===== config.mk =====
export PLATFORM = sky130hd
export DESIGN_NAME = hwswap_dma
export DESIGN_NICKNAME = d
export VERILOG_FILES = /design/src/rtl/hwswap_dma.sv
export SDC_FILE = /design/constraint.sdc
export NUM_CORES = 1
export LEC_CHECK = 0
export ABC_AREA = 1
export BUFFER_PORTS_ARGS = -buffer_cell sky130_fd_sc_hd__buf_2
export CAP_MARGIN = 20
export CORE_MARGIN = 2
export CORE_UTILIZATION = 49
export DETAILED_ROUTE_END_ITERATION = 7
export PLACE_DENSITY = 0.81
export SLEW_MARGIN = 5
export SYNTH_ARGS = -nofsm -noshare
export SYNTH_HDL_FRONTEND = slang
export SYNTH_SLANG_ARGS = --single-unit

===== constraint.sdc =====
create_clock -name clk -period 2.2 [get_ports clk]
set_input_delay 0.33 -clock clk [delete_from_list [all_inputs] [get_ports clk]]
set_output_delay 0.33 -clock clk [all_outputs]
set_load 0.05 [all_outputs]

===== src/rtl/hwswap_dma.sv =====
module hwswap_dma #(
  parameter int AW = 32,
  parameter int LW = 16,
  parameter int BURST_BYTES = 64
) (
  input  logic          clk,
  input  logic          rst_n,
  input  logic [AW-1:0] base_addr,
  input  logic          req_valid,
  output logic          req_ready,
  input  logic          req_write,
  input  logic          req_swap,
  input  logic [AW-1:0] req_addr,
  input  logic [LW-1:0] req_len,
  output logic          done,
  input  logic          dev_wvalid,
  output logic          dev_wready,
  input  logic [15:0]   dev_wdata,
  output logic          dev_rvalid,
  input  logic          dev_rready,
  output logic [15:0]   dev_rdata,
  output logic          mem_cmd_valid,
  input  logic          mem_cmd_ready,
  output logic          mem_cmd_write,
  output logic [AW-1:0] mem_cmd_addr,
  output logic [LW-1:0] mem_cmd_len,
  output logic          mem_wvalid,
  input  logic          mem_wready,
  output logic [15:0]   mem_wdata,
  input  logic          mem_rvalid,
  output logic          mem_rready,
  input  logic [15:0]   mem_rdata
);
  localparam logic [LW-1:0] BURST = LW'(BURST_BYTES);
  localparam logic [LW-1:0] BEAT  = LW'(2);

  typedef enum logic [1:0] {S_IDLE, S_CMD, S_DATA} st_t;

  st_t           state;
  logic          write_q, swap_q, done_q;
  logic [AW-1:0] addr_q;
  logic [LW-1:0] rem_q, chunk_q, left_q;

  function automatic logic [LW-1:0] chunk_of(input logic [LW-1:0] n, input logic split);
    return (split && n > BURST) ? BURST : n;
  endfunction

  function automatic logic [15:0] xchg(input logic [15:0] d, input logic en);
    return en ? {d[7:0], d[15:8]} : d;
  endfunction

  wire [AW-1:0] raw_addr   = req_addr | base_addr;
  wire [AW-1:0] start_addr = req_swap ? {raw_addr[AW-1:1], 1'b0} : raw_addr;
  wire [LW-1:0] start_len  = req_swap ? {req_len[LW-1:1], 1'b0} : req_len;
  wire          accept     = req_valid && state == S_IDLE;
  wire          in_data    = state == S_DATA;

  assign req_ready     = state == S_IDLE;
  assign done          = done_q;
  assign mem_cmd_valid = state == S_CMD;
  assign mem_cmd_write = write_q;
  assign mem_cmd_addr  = addr_q;
  assign mem_cmd_len   = chunk_q;

  assign mem_wvalid = in_data && write_q && dev_wvalid;
  assign dev_wready = in_data && write_q && mem_wready;
  assign mem_wdata  = xchg(dev_wdata, swap_q);
  assign dev_rvalid = in_data && !write_q && mem_rvalid;
  assign mem_rready = in_data && !write_q && dev_rready;
  assign dev_rdata  = xchg(mem_rdata, swap_q);

  wire          beat      = in_data && (write_q ? (dev_wvalid && mem_wready) : (mem_rvalid && dev_rready));
  wire          chunk_end = beat && left_q <= BEAT;
  wire          xfer_end  = chunk_end && rem_q == chunk_q;
  wire [LW-1:0] rem_next  = rem_q - chunk_q;

  always_ff @(posedge clk or negedge rst_n) begin
    if (!rst_n) begin
      state   <= S_IDLE;
      done_q  <= 1'b0;
      write_q <= 1'b0;
      swap_q  <= 1'b0;
      addr_q  <= '0;
      rem_q   <= '0;
      chunk_q <= '0;
      left_q  <= '0;
    end else begin
      done_q <= 1'b0;
      case (state)
        S_IDLE: if (accept) begin
          write_q <= req_write;
          swap_q  <= req_swap;
          addr_q  <= start_addr;
          rem_q   <= start_len;
          chunk_q <= chunk_of(start_len, req_swap && req_write);
          if (start_len == '0) done_q <= 1'b1;
          else                 state  <= S_CMD;
        end
        S_CMD: if (mem_cmd_ready) begin
          left_q <= chunk_q;
          state  <= S_DATA;
        end
        S_DATA: if (beat) begin
          left_q <= (left_q >= BEAT) ? left_q - BEAT : '0;
          if (xfer_end) begin
            state  <= S_IDLE;
            done_q <= 1'b1;
          end else if (chunk_end) begin
            addr_q  <= addr_q + AW'(chunk_q);
            rem_q   <= rem_next;
            chunk_q <= chunk_of(rem_next, swap_q && write_q);
            state   <= S_CMD;
          end
        end
        default: state <= S_IDLE;
      endcase
    end
  end
endmodule


### Word-level counts from Yosys, hierarchy flattened

Cells that the tools add are included.

* memory bits (writable): 0
* register bits after elaboration: 85
* bits of input ports: 122
* word-level logic and storage cells: 89
* memories kept: 0
* memory bits (read-only): 0
* output and inout bits: 88
* bits in latches: 0

* equality and inequality tests: 10
* multiply operators: 0
* reduce and logical (&&, ||, !) cells: 25
* muxes and demuxes: 38
* shift-type cells: 0
* bitwise logic cells: 1
* order comparisons: 4
* divide/modulo/power cells: 0
* add/sub/neg operators: 3

Operator list (count)
* $mux W16: 15
* $mux W32: 4
* $pmux W16 S2: 3
* $pmux W32 S2: 1
* $add A32 B16 Y32: 1
* $gt A16 B7 Y1 const B: 2
* $or A32 B32 Y32: 1
* $eq A16 B16 Y1: 1
* $ge A16 B2 Y1 const B: 1
* $le A16 B2 Y1 const B: 1
* $logic_and A1 B1 Y1: 16
* $logic_not A16 Y1: 1
* $sub A16 B16 Y16: 1
* $sub A16 B2 Y16 const B: 1
* $mux W2: 6
* $reduce_and A5 Y1: 2
* $ne A2 B1 Y1 const B: 4
* $mux W1: 7
* $pmux W2 S3: 1
* $ne A2 B2 Y1 const B: 2
* $reduce_bool A2 Y1: 2
* $ne A3 B1 Y1 const B: 1
* $reduce_and A3 Y1: 1
* $eq A2 B1 Y1 const B: 1
* other kinds (5): 5

### Logic depth before layout (Yosys ltp)

* depth after elaboration: 8
* depth in mapped cells: 19
* depth with buffers taken out: 18

### Worst setup path before layout

OpenSTA, ideal clock, no wires.

* kind: register to register
* start: register chunk_q[0] (netlist: mem_cmd_len[0])
* end: register chunk_q[1] (netlist: mem_cmd_len[1])
* required time: 2122 ps
* clock period less this slack: 2560 ps
* setup time: 78 ps
* path slack: -360 ps
* path buffers: 1
* arrival time: 2482 ps
* stages on the path, launching flop included: 18
* cell sequence: dfrtp_1 ha_1 inv_1 fa_1 nand2_2 nand2_2 nand3_1 nand2_1 nand2_1 nand2_1 nor2_1 nand3_1 nor2_1 nand2_1 nand2_2 buf_6 nand2_1 a21oi_1

* longest elaborated chain between the ends: 8
* elaborated cells between the ends (all ways): 12
* those cells by class: add/sub: 1; order compare: 1; eq/ne: 2; mux: 5; reduce/logical: 3

Ends and longest elaborated chain
* from (decl): line 42 `logic [LW-1:0] rem_q, chunk_q, left_q;`
* from (signal assigned): line 95 `chunk_q <= chunk_of(start_len, req_swap && req_write);`
* from (signal assigned): line 111 `chunk_q <= chunk_of(rem_next, swap_q && write_q);`
* $sub A16 B16 Y16: line 75 `wire [LW-1:0] rem_next = rem_q - chunk_q;`
* $gt A16 B7 Y1: line 45 `return (split && n > BURST) ? BURST : n;`
* $logic_and A1 B1 Y1: line 45
* $mux W16: line 45
* $mux W16: line 108 `end else if (chunk_end) begin`
* $mux W16: line 105 `if (xfer_end) begin`
* $mux W16: line 103 `S_DATA: if (beat) begin`
* $pmux W16 S2: line 89 `case (state)`

Parallel ways exist; a longest one is shown, timed or not. The select of a mux whose other input is x is not followed.
A chain may end at the register's enable or synchronous reset.

### Worst setup path in the final report

* start: register rem_q[0]
* end: register chunk_q[0] (netlist: mem_cmd_len[0])

* longest elaborated chain between the ends: 8
* elaborated cells between the ends (all ways): 12
* those cells by class: add/sub: 1; order compare: 1; eq/ne: 2; mux: 5; reduce/logical: 3

Ends and longest elaborated chain
* from (decl): line 42
* from (signal assigned): line 94 `rem_q <= start_len;`
* from (signal assigned): line 110 `rem_q <= rem_next;`
* $sub A16 B16 Y16: line 75
* $gt A16 B7 Y1: line 45
* $logic_and A1 B1 Y1: line 45
* $mux W16: line 45
* $mux W16: line 108
* $mux W16: line 105
* $mux W16: line 103
* $pmux W16 S2: line 89

Parallel ways exist; a longest one is shown, timed or not. The select of a mux whose other input is x is not followed.

==> results.sh <==
export IMPL_timing_final_crit_share_pct=114.8
export IMPL_first_pass_iters=6
export IMPL_fin_nets=1669
export IMPL_cp_arrival_ns=2.77
export IMPL_worstSetupEndpointType="flip-flop"
export IMPL_critPathLaunchType="flip-flop"
export IMPL_cp_buffers_inverters=4
export IMPL_antenna_found_initial=0
export IMPL_synth_nets=1335
export IMPL_use_met3_pct=5.103
export IMPL_netlist_area_um2=7368
export IMPL_cap_violations=0
export IMPL_fin_crit_ns=2.526
export IMPL_ios=210
export IMPL_tightest_slew_ns=0.5019
export IMPL_drt_iter0_drc=950
export IMPL_ys_ff_latch=85
export IMPL_grt_pass1_vias=8669
export IMPL_critPathMaxFanout=7
export IMPL_die_x_um=126.6
export IMPL_fillers=1019
export IMPL_criticalPathCategory="reg2reg"
export IMPL_synth_edf_count=0
export IMPL_fin_worst_skew_ns=0.008520
export IMPL_drc_errors=0
export IMPL_cts_max_level=3
export IMPL_clock_latency_ns=0.36
export IMPL_worst_ep_required_time_ns=2.45
export IMPL_vias=9878
export IMPL_hold_viol=0
export IMPL_yosys_most_used_dff="dfrtp_1"
export IMPL_die_h_um=126.6
export IMPL_overflow=0
export IMPL_met2_usage_pct=56.06
export IMPL_setup_violations=58
export IMPL_gp_congestion=0.9750
export IMPL_crit_family="simple AND/OR/NAND/NOR gates"
export IMPL_viasPerCell=5.804
export IMPL_wirelength_um=31850
export IMPL_register_area_um2=2151
export IMPL_pre_cts_ws_ns=-0.2585
export IMPL_cts_tree="built"
export IMPL_portBuffers=209
export IMPL_antenna_left=0
export IMPL_seq_area_frac_synth_pct=28.87
export IMPL_initial_core_util_pct=50.51
export IMPL_violations="setup timing"
export IMPL_holdWs_ns=0.2300
export IMPL_avgSynthCellArea_um2=6.250
export IMPL_cts_buffer_depth=2
export IMPL_grt_usage_pct=33.12
export IMPL_postSynthCellCount=1179
export IMPL_cpPeakStageDelay_ns=0.37
export IMPL_hp_class="in2reg"
export IMPL_synth_cell_types=45
export IMPL_rows=44
export IMPL_wl_per_cell_um=18.72
export IMPL_slowest_stage="dfrtp_1"
export IMPL_path_clk_slew_ns=0.07
export IMPL_cts_inserted_buffers=9
export IMPL_grt_pass1_wl_um=42830
export IMPL_core_area_um2=14590
export IMPL_fin_ws_ns=-0.3260
export IMPL_multi_input_area_um2=5518
export IMPL_cts_sinks=85
export IMPL_status="finished with violations"
export IMPL_rsz0062_at_grt="true"
export IMPL_crit_path_frequent_cell="nand3_1"
export IMPL_dp_hpwl_um=20410
export IMPL_grt_max_degree=67
export IMPL_drv_slew=0
export IMPL_grt_busiest_layer="met2"
export IMPL_async_flop_share_pct=100.0
export IMPL_fmax_mhz=395.9
export IMPL_antennaDiodeCount=0
export IMPL_ctsRootBufferMaster="clkbuf_16"
export IMPL_dieArea_um2=16030
export IMPL_drive_gt1_share_pct=40.25
export IMPL_final_cell_mix="nand2_1 (268), buf_2 (208), inv_1 (144)"
export IMPL_ys_warn_count=0
export IMPL_crit_chain="inv_2 > ha_4 > inv_2 > fa_2 > buf_4 > nand3_1 > nand3_1 > nand3_1 > nand3_1 > nand2_1 > nand2_1 > nand3_1 > nor2_2 > nand2_2 > nand2_4 > buf_6 > o21ai_2 > nand2_1"
export IMPL_area_growth_pct=54.02
export IMPL_slew_headroom_pct=66.19
export IMPL_mostFrequentLayoutCell="nand2_1"
export IMPL_grt_use_met1_pct=41.97
## cell type report
class                           instances  area share [%]
Multi-Input combinational cell        901           48.62
Timing Repair Buffer                  361           22.61
Sequential cell                        85           18.95
Inverter                              154           5.226
Clock buffer                           12           2.260
Tap cell                              184           2.029
Clock inverter                          4          0.1985
Timing Repair inverter                  1         0.09923
## repair_timing
action,4_1_cts,5_1_grt
endpoints found under the hold margin,22,0
resized for setup,68,217
endpoints found under the setup margin,63,68
hold buffers,1,0
buffers inserted,12,19
pin swaps,20,59
gates cloned,3,8
## tightest hold or removal path, stage by stage
cell	delay, ns
buf_2	0.09
nand2_1	0.07
nand2_1	0.07
## metal layers
layer	wire length, um	share of wire [%]	up-vias
met2	14900	47	605
met5	0	0	-
li1	-	-	4513
met3	2663	8.4	192
met4	2296	7.2	0
met1	12000	38	4568
## cells by family after synthesis
family / after synthesis / synth area share, %
adder cells (fa/ha/maj): 34 / 5.977
buffers and inverters: 194 / 10.66
AO/OA/AOI/OAI: 237 / 17.64
flip-flops: 85 / 28.87
XOR/XNOR: 17 / 2.021
AND/OR/NAND/NOR: 612 / 34.83
## sequential cells by signal, indices dropped and copies added (netlist names)
name / count
mem_cmd_write: 1
done: 1
mem_cmd_len: 16
state: 2
rem_q: 16
left_q: 16
swap_q: 1
mem_cmd_addr: 32
## Yosys cell counts, types with 5 or more instances
library cell,n,area [um^2]
buf_6,5,56.30
nand3_1,57,285.3
nor3_1,9,45.04
o21ai_0,82,410.4
nand3b_1,8,60.06
nand2_2,8,50.05
ha_1,32,400.4
nor4_1,6,37.54
buf_2,7,35.03
nor2_1,178,668.1
o21ai_1,8,40.04
dfrtp_1,85,2127
a31oi_1,42,262.8
nand2_1,307,1152
nand4_1,16,100.1
xor2_1,15,131.4
clkbuf_1,22,82.58
a21oi_1,84,420.4
inv_1,151,566.8
or2_2,8,50.05
## metrics by stage
stage	std cells	setup TNS (ns)	utilization (%)	instance area, um^2
floorplan	1179	-1.929	-	7485
global placement	1646	-4.459	65.21	9514
detailed placement	1646	-6.182	65.21	9514
CTS	1678	-1.036	70.04	10220
global route	1702	-12.71	77.79	11350
finish	1702	-7.303	77.79	11350
## path summary, 6_finish.rpt
kind / to / startpoint / slack [ns] / depth (start not counted)
max in group asynchronous: mem_cmd_len[13] / rst_n / 1.16 / 3
hold / removal: state[1] / mem_cmd_ready / 0.23 / 3
setup reg to reg: mem_cmd_len[0] / rem_q[0] / -0.33 / 18
min in group asynchronous: left_q[4] / rst_n / 0.42 / 2
setup / recovery: mem_cmd_len[0] / rem_q[0] / -0.33 / 18
hold reg to reg: left_q[0] / left_q[0] / 0.53 / 2
Power is left out: the tool's default activity adds up to more than one toggle a clock period on the data nets, which glitch-free logic cannot reach.
